File: src/rtl/prio_arb_pkg.sv
package prio_arb_pkg;
  typedef enum logic [1:0] {
    RES_NONE = 2'd0,
    RES_WON  = 2'd1,
    RES_LOST = 2'd2
  } arb_res_e;
endpackage

File: src/rtl/prio_arb_round.sv
module prio_arb_round #(
  parameter int ID_W = 11
) (
  input  logic clk_i,
  input  logic rst_ni,
  input  logic tick_i,
  input  logic xfer_end_i,
  output logic start_o,
  output logic eval_o,
  output logic last_o
);
  localparam int CNT_W = $clog2(ID_W + 1);
  localparam logic [CNT_W-1:0] LAST_IDX = CNT_W'(ID_W - 1);

  logic             pend_q;
  logic             active_q;
  logic [CNT_W-1:0] idx_q;

  assign start_o = tick_i & pend_q & ~active_q;
  assign eval_o  = tick_i & active_q;
  assign last_o  = (idx_q == LAST_IDX);

  // bus is idle out of reset, so a round is pending
  always_ff @(posedge clk_i or negedge rst_ni) begin
    if (!rst_ni) begin
      pend_q <= 1'b1;
    end else if (start_o) begin
      pend_q <= 1'b0;
    end else if (xfer_end_i && !active_q) begin
      pend_q <= 1'b1;
    end
  end

  always_ff @(posedge clk_i or negedge rst_ni) begin
    if (!rst_ni) begin
      active_q <= 1'b0;
      idx_q    <= '0;
    end else if (start_o) begin
      active_q <= 1'b1;
      idx_q    <= '0;
    end else if (eval_o) begin
      if (last_o) begin
        active_q <= 1'b0;
        idx_q    <= '0;
      end else begin
        idx_q <= idx_q + 1'b1;
      end
    end
  end
endmodule

File: src/rtl/prio_arb_shift.sv
module prio_arb_shift #(
  parameter int ID_W = 11
) (
  input  logic            clk_i,
  input  logic            rst_ni,
  input  logic            load_i,
  input  logic            shift_i,
  input  logic [ID_W-1:0] id_i,
  output logic            bit_o
);
  logic [ID_W-1:0] sh_q;

  always_ff @(posedge clk_i or negedge rst_ni) begin
    if (!rst_ni) begin
      sh_q <= '0;
    end else if (load_i) begin
      sh_q <= id_i;
    end else if (shift_i) begin
      sh_q <= {sh_q[ID_W-2:0], 1'b0};
    end
  end

  assign bit_o = sh_q[ID_W-1];
endmodule

File: src/rtl/prio_arb_contend.sv
module prio_arb_contend
  import prio_arb_pkg::*;
(
  input  logic clk_i,
  input  logic rst_ni,
  input  logic start_i,
  input  logic eval_i,
  input  logic last_i,
  input  logic req_i,
  input  logic bit_i,
  input  logic bus_i,
  output logic drive_o,
  output logic won_o,
  output logic lost_o
);
  logic     in_q;
  arb_res_e res_q;

  always_ff @(posedge clk_i or negedge rst_ni) begin
    if (!rst_ni) begin
      in_q  <= 1'b0;
      res_q <= RES_NONE;
    end else if (start_i) begin
      in_q  <= req_i;
      res_q <= RES_NONE;
    end else if (eval_i && in_q) begin
      if (!bit_i && bus_i) begin
        in_q  <= 1'b0;
        res_q <= RES_LOST;
      end else if (last_i) begin
        in_q  <= 1'b0;
        res_q <= RES_WON;
      end
    end
  end

  assign drive_o = in_q & bit_i;
  assign won_o   = (res_q == RES_WON);
  assign lost_o  = (res_q == RES_LOST);
endmodule

File: src/rtl/prio_arb_node.sv
module prio_arb_node #(
  parameter int ID_W = 11
) (
  input  logic            clk_i,
  input  logic            rst_ni,
  input  logic            bit_tick_i,
  input  logic            xfer_end_i,
  input  logic            req_i,
  input  logic [ID_W-1:0] id_i,
  input  logic            bus_i,
  output logic            drive_o,
  output logic            won_o,
  output logic            lost_o
);
  logic start, eval, last, cur_bit;

  prio_arb_round #(.ID_W(ID_W)) u_round (
    .clk_i      (clk_i),
    .rst_ni     (rst_ni),
    .tick_i     (bit_tick_i),
    .xfer_end_i (xfer_end_i),
    .start_o    (start),
    .eval_o     (eval),
    .last_o     (last)
  );

  prio_arb_shift #(.ID_W(ID_W)) u_shift (
    .clk_i   (clk_i),
    .rst_ni  (rst_ni),
    .load_i  (start),
    .shift_i (eval),
    .id_i    (id_i),
    .bit_o   (cur_bit)
  );

  prio_arb_contend u_contend (
    .clk_i   (clk_i),
    .rst_ni  (rst_ni),
    .start_i (start),
    .eval_i  (eval),
    .last_i  (last),
    .req_i   (req_i),
    .bit_i   (cur_bit),
    .bus_i   (bus_i),
    .drive_o (drive_o),
    .won_o   (won_o),
    .lost_o  (lost_o)
  );
endmodule

File: config.mk
export PLATFORM = sky130hd
export DESIGN_NAME = prio_arb_node
export DESIGN_NICKNAME = d
export VERILOG_FILES = /design/src/rtl/prio_arb_pkg.sv /design/src/rtl/prio_arb_round.sv /design/src/rtl/prio_arb_shift.sv /design/src/rtl/prio_arb_contend.sv /design/src/rtl/prio_arb_node.sv
export SDC_FILE = /design/constraint.sdc
export NUM_CORES = 1
export LEC_CHECK = 0
export BUFFER_PORTS_ARGS = -buffer_cell sky130_fd_sc_hd__buf_2
export CORE_MARGIN = 4
export CORE_UTILIZATION = 57
export DETAILED_ROUTE_END_ITERATION = 7
export GPL_ROUTABILITY_DRIVEN = 1
export PLACE_DENSITY = 0.82
export SLEW_MARGIN = 15
export SYNTH_ARGS = -nofsm -noshare
export SYNTH_HDL_FRONTEND = slang
export SYNTH_SLANG_ARGS = --single-unit
File: constraint.sdc
create_clock -name clk_i -period 3.16 [get_ports clk_i]
set_clock_uncertainty 0.15 [all_clocks]
set_input_delay 0.632 -clock clk_i [delete_from_list [all_inputs] [get_ports clk_i]]
set_output_delay 0.632 -clock clk_i [all_outputs]
set_load 0.1 [all_outputs]
-- Word level (Yosys, flattened, before mapping)
Index checks and enable logic that the tools add are counted.
- bits in registers: 20
- bits of input ports: 17
- output and inout port bits: 3
- add/sub/neg operators: 1
- equal/unequal tests: 3
- multiplexer cells: 17
- bitwise gates (word level): 5
- reductions and logical operators: 12
- operators by type and width (operator ; number):
    two-way mux 11 bit ; 2
    two-way mux 4 bit ; 3
    two-way mux 1 bit ; 8
    two-way mux 2 bit ; 4
    nonzero test 2 bit ; 4
    adder 4 x 1 -> 4 bit (second input constant) ; 1
    AND 1 bit ; 4
    == test 4 bit (second input constant) ; 1
    AND reduction 2 bit ; 2
    logical AND 1 bit ; 3
    nonzero test 3 bit ; 1
    == test 2 x 1 -> 1 bit (second input constant) ; 1
    == test 2 bit (second input constant) ; 1
    logical NOT 1 bit ; 2
    inverter 1 bit ; 1

-- Depth between registers and ports, before layout
Gate-level depths: netlist (run 1).
- word-level depth: 5
- gate-level depth with buffers: 5
- gate-level depth less buffers: 5

-- Modules after synthesis
Synthesis (run 1) repeated with hierarchy kept, for this count alone.
- cells, all modules: 96
- area, all modules: 985.9 µm²
- by module, submodules not included (module ; times used ; cells each ; area an instance (µm²) ; seq. area each (µm²)):
    prio_arb_shift ; 1 ; 47 ; 499.2 ; 275.3
    prio_arb_round ; 1 ; 33 ; 329.1 ; 151.4
    prio_arb_contend ; 1 ; 16 ; 157.7 ; 75.1

-- Least setup slack after synthesis (run 1)
Ideal clock, no wire load.
- path type: register to output
- from: register u_contend.res_q[1]
- to: output won_o
- data arrival time: 1.738 ns
- path slack: 0.640 ns
- stages on the path, launching flop included: 2
- path through: dfrtp_1 -> nor2b_1
- word-level cells in the longest chain between the ends: 1
- ends and longest elaborated chain (element ; line ; text):
    from (decl) ; prio_arb_contend.sv:17 ; arb_res_e res_q;
    from (signal assigned) ; prio_arb_contend.sv:22 ; res_q <= RES_NONE;
    from (signal assigned) ; prio_arb_contend.sv:25 ; res_q <= RES_NONE;
    from (signal assigned) ; prio_arb_contend.sv:29 ; res_q <= RES_LOST;
    == test 2 x 1 -> 1 bit ; prio_arb_contend.sv:38 ; assign won_o = (res_q == RES_WON);
    to (decl) ; prio_arb_node.sv:12 ; output logic won_o,
Every way passes these cells.

-- Final worst setup path (run 1)
Ends and elaborated chain as after synthesis.

==> metrics, run 1 <==
status finished clean; XOR/XNOR share of the synthesized area 0%; postcts setup bufs 0; routed len/inst 13.83 um; CP peak stage delay 0.44 ns; most frequent cells in the layout buf_2, dfrtp_1, a22o_1; via count 780; post-synthesis compound-gate area fraction between 20% and 30%; Max Cap Viol 0; crit-path cells nor2b_1 > buf_2; Seq/Total Area, Yosys around half; adder-cell share of the synthesized area 2.460%; clock sinks 20; H-tree levels 1; post-synthesis mux area share 2.952%; Max Transition Viols Final 0; Critical Path Start u_contend.res_q[1]; Min Hold Slack 0.1021 ns; share of cells above drive strength 1 22.81%; first-pass detailed-route iteration total 4; pwr/cell area ~940 nW/um2; RSZ-0062 raised after global routing false; first-pass GRT wire length 3.298 mm; vias per cell 5.612; die width 50.25 um; Post-Syn Nets 116; dpl cell area 1096 um2; initial DRC count 14; Core Area 1708 um2; Buf+Inv Stages, Crit Path 1; DIE AREA roughly 2500 um2; final-layout fill cell count 152; num ports 20; CTS tree done; post-layout net count between 100 and 150; Final min period 2.072 ns; Worst Setup End Kind output pin; IO Port Bufs 19; Crit-path slowest cell dfrtp_1; Die Height 50.25 um; Clock Latency Late Sink roughly 0.3 ns; DP Wirelength 1.393 mm; largest net degree at the start of global routing 22; R2R depth 2; worst slew pin tran 0.8684 ns; number of remaining DRC errors 0; Total Neg Setup Slack 0 ns; Post-Synthesis Cells 97; Synth Cell Area roughly 1000 um2; Synth Warn # 0; Clock Path Buffers 2; Congestion Overflow GR 0; vias in the first global route 765; Worst EP arrival around 1.3 ns; Post-CTS Resized 0; ANT cells 0; Unique masters post-synth 25; fin area between 1000 and 1500 um2; final hold violations 0; gp weighted congestion between 0.8 and 0.9; Slew HR between 40% and 50%; final WL 1.922 mm; Rows 15; Reg area around 500 um2; CTS root buf clkbuf_4; clk slew on worst S/H paths 0.11 ns; Area growth syn-to-layout 12.91%; number of buffers created by CTS 3; antenna viol nets, final 0; Leak 0.5653 nW; Total Routing Usage GR approximately 17%; HP Class primary input to asynchronous set/reset pin; Mean Syn Cell Area 10.49 um2; simple logic cell fraction of the synthesized area 13.65%; worst setup path class register to output pin; Worst path depth 2; worst path required time 2.38 ns; family with the most delay on the worst path flip-flops; multi-input logic area 456.7 um2; VDD IR max between 0.0006 and 0.0007 V; largest family of logic cells by synthesized area compound AO/OA/AOI/OAI gates; initial antenna violation count 0; Fmax 482.6 MHz; period utilization 65.57%; Setup-failing EPs final 0; Post-CTS Hold Buffers 0; Critical R2R Launch u_round.active_q; Initial Utilization 59.56%; CP Launch Type register; CP max FO 5; flops & latches, synth 20
## flip-flops by register name, indices dropped and copies added, names as in the netlist
signal and cells:
u_round.active_q 1, u_contend.in_q 1, u_shift.sh_q 11, u_round.idx_q 4
u_contend.res_q 2, u_round.pend_q 1
## worst paths after layout
check | endpoint | slack, ns
worst max register to register | u_shift.sh_q[2] | 1.25
max in group asynchronous | u_round.pend_q | 2.43
worst max-delay path | won_o | 1.09
min in group clk_i | u_shift.sh_q[1] | 0.37
worst min-delay path | u_shift.sh_q[6] | 0.10
worst min register to register | u_shift.sh_q[1] | 0.37
## layout make-up
class                      count  area share (%)
inverter                       3          0.9804
tap                           25           2.723
clock buffer                   3           1.961
sequential                    20           43.68
timing repair buffer          19           8.279
multi-input combinational     68           39.76
clock inverter                 1           2.614
## worst register-to-register path: cells and delay by family, from the launching register on
kind	cells	cell delay, ns
flops	1	0.64
compound gates	2	1.07
## through the flow
step | instances | worst slack (ns) | util, % | power [mW]
after floorplan | 97 | 0.6402 | - | 0.8179
after global placement | 135 | 1.267 | 64.18 | 0.8639
after detailed placement | 135 | 1.215 | 64.18 | 0.8817
after CTS | 139 | 1.071 | 67.25 | 1.092
after global routing | 139 | 1.000 | 67.25 | 1.161
final | 139 | 1.088 | 67.25 | 1.083
## cells in the mapped netlist
library cell | count | area, um2
nor2_1 | 4 | 15.01
inv_1 | 2 | 7.510
a21oi_1 | 6 | 30.03
dfrtp_1 | 19 | 475.5
a2bb2oi_1 | 1 | 8.760
buf_2 | 2 | 10.01
a22o_1 | 16 | 140.1
o22ai_1 | 4 | 25.02
o21ai_1 | 7 | 35.03
inv_2 | 1 | 3.750
nand3_1 | 2 | 10.01
buf_4 | 2 | 15.01
o32ai_1 | 1 | 8.760
ha_1 | 2 | 25.02
buf_6 | 2 | 22.52
nand3b_1 | 2 | 15.01
and3b_1 | 2 | 17.52
o21a_1 | 1 | 7.510
nand3_2 | 1 | 10.01
nor2b_1 | 5 | 31.28
nand2_1 | 9 | 33.78
mux2i_1 | 3 | 30.03
dfstp_2 | 1 | 26.28
a21o_1 | 1 | 7.510
and2_1 | 1 | 6.260
## cells by family (layout without fill, tap and decap cells)
kind of cell,after synthesis,in the layout
DFF,20,20
muxes,3,3
adders and majority gates,2,2
AOI/OAI and AO/OA,37,37
buffers and inverters,9,26
and+or+nand+nor,26,26
## where the power goes
group	total [mW]	leakage, nW	switching, mW	internal [mW]
clock	0.207	0.0279	0.0788	0.128
sequential	0.479	0.247	0.116	0.364
combinational	0.397	0.291	0.225	0.172
total	1.08	0.565	0.420	0.664
## metal layers
layer | vias up | wire length [um] | GRT usage [%]
met5 | - | 0 | 0
met4 | 0 | 12 | 6.452
met3 | 2 | 68 | 3.858
met2 | 12 | 951 | 28.26
met1 | 377 | 889 | 21.84
li1 | 389 | - | -
Note: power is estimated with default switching activity, not from simulation.
==> run 2: changes to the inputs <==
--- a/config.mk
+++ b/config.mk
@@ -7,10 +7,10 @@
 export LEC_CHECK = 0
 export BUFFER_PORTS_ARGS = -buffer_cell sky130_fd_sc_hd__buf_2
 export CORE_MARGIN = 4
-export CORE_UTILIZATION = 57
+export CORE_UTILIZATION = 53
 export DETAILED_ROUTE_END_ITERATION = 7
 export GPL_ROUTABILITY_DRIVEN = 1
-export PLACE_DENSITY = 0.82
+export PLACE_DENSITY = 0.77
 export SLEW_MARGIN = 15
 export SYNTH_ARGS = -nofsm -noshare
 export SYNTH_HDL_FRONTEND = slang
==> constraint.sdc (replaced) <==
create_clock -name clk_i -period 2 [get_ports clk_i]
set_clock_uncertainty 0.15 [all_clocks]
set_input_delay 0.4 -clock clk_i [delete_from_list [all_inputs] [get_ports clk_i]]
set_output_delay 0.4 -clock clk_i [all_outputs]
set_load 0.1 [all_outputs]
==> run 2 against run 1 <==
Routed wire length up 0.99%. Register-to-register slack worse by 0.87 ns. First-iteration DRC count unchanged. Largest power group unchanged. Hold slack better by 0.068 ns. Clock power up 11%. Global-route usage down 0.43 points. Setup slack worse by 0.92 ns. Core utilization down 1.5 points. Combinational power up 74%. Critical endpoint is now lost_o. Critical path depth unchanged. Critical path type unchanged.
==> metrics, run 2 (synthesis results as in run 1) <==
Area growth syn-to-layout 14.02%; post-layout net count 137; largest net degree at the start of global routing 21; Regs by FF count u_shift.sh_q (11), u_round.idx_q (4), u_contend.res_q (2); Die Height 51.81 um; Setup-failing EPs final 0; DP Wirelength ~1.4 mm; Worst Setup End Kind output pin; clk slew on worst S/H paths between 0.1 and 0.15 ns; max FFs per register 11; vias in the first global route 765; clock sinks 20; final hold violations 0; worst path required time 1.45 ns; Min Hold Slack 0.1706 ns; Post-CTS Resized 0; Clock Path Buffers 2; postcts setup bufs 0; Rows 15; fin cells 142; gp weighted congestion 0.7484; placed cells 137; Slew HR 39.19%; Clock Latency Late Sink 0.29 ns; Congestion Overflow GR 0; Fmax 544.6 MHz; H-tree levels 1; initial antenna violation count 0; final WL 1.941 mm; Total Neg Setup Slack 0 ns; number of buffers created by CTS 3; Core Area about 1800 um2; worst slew pin tran slightly above 0.9 ns; Post-CTS Hold Buffers 1; CP Launch Type register; most flop-heavy register u_shift.sh_q; initial DRC count 14; pwr/cell area approximately 1400 nW/um2; status finished clean; Total Routing Usage GR 16.75%; vias per cell 5.669; VDD IR max about 0.00097 V; Max Cap Viol 0; num ports 20; ANT cells 0; antenna viol nets, final 0; period utilization 91.81%; Initial Utilization 57.66%; Final min period 1.836 ns; number of remaining DRC errors 0; total power between 1.5 and 2 mW; worst setup path class register to output pin; CTS tree done; RSZ-0062 raised after global routing false; first-pass detailed-route iteration total 4; first-pass GRT wire length 3.318 mm; CP max FO 5; R2R depth 2; Leak 0.5744 nW; via count 805; routed len/inst 13.67 um; share of cells above drive strength 1 24.79%; DIE AREA around 2700 um2; WHS Path Cells 2; IO Port Bufs 19; Worst EP arrival 1.29 ns; CTS root buf clkbuf_4; die width between 50 and 60 um; most frequent cells in the layout buf_2, dfrtp_1, a22o_1; HP Class primary input to register; Max Transition Viols Final 0
## run 2: final timing paths
| check | startpoint | endpoint | slack, ns |
|---|---|---|---|
| hold / removal | id_i[0] | u_shift.sh_q[0] | 0.17 |
| max in group asynchronous | rst_ni | u_round.pend_q | 0.95 |
| hold reg to reg | u_shift.sh_q[1] | u_shift.sh_q[1] | 0.37 |
| min in group asynchronous | rst_ni | u_round.idx_q[2] | 0.41 |
| setup reg to reg | u_round.active_q | u_shift.sh_q[2] | 0.38 |
| setup / recovery | u_contend.res_q[1] | lost_o | 0.16 |
## run 2: per-layer routing
layer | share of wire, % | up-vias | global-route usage [%]
met3 | 3.7 | 2 | 3.438
met4 | 0.62 | 0 | 5.240
li1 | - | 405 | -
met5 | 0 | - | 0
met2 | 47 | 14 | 25.64
met1 | 49 | 384 | 23.71
## run 2: layout make-up
| class | count | area (um2) |
|---|---|---|
| clock buffer | 4 | 36.28 |
| multi-input combinational | 68 | 459.2 |
| sequential | 20 | 501.7 |
| fill | 166 | 604.3 |
| inverter | 3 | 11.26 |
| timing repair buffer | 22 | 120.1 |
| tap | 25 | 31.28 |
## run 2: report_power, final
group	switching [mW]	leakage [nW]	internal [mW]
Combinational	0.399	0.307	0.291
Clock	0.118	0.0210	0.111
Sequential	0.144	0.247	0.575
## run 2: through the flow
step / instance area [um2] / util [%] / worst slack (ns)
after global placement: 1114 / 63.12 / 0.3187
after global routing: 1160 / 65.74 / 0.1040
final: 1160 / 65.74 / 0.1639
after CTS: 1160 / 65.74 / 0.1633
after detailed placement: 1114 / 63.12 / 0.2808
after floorplan: 1020 / - / -0.2877
## run 2: critical path: stages, from the launching register on
cell and delay [ns]:
dfrtp_1 0.42, nor2b_2 0.15, buf_2 0.42
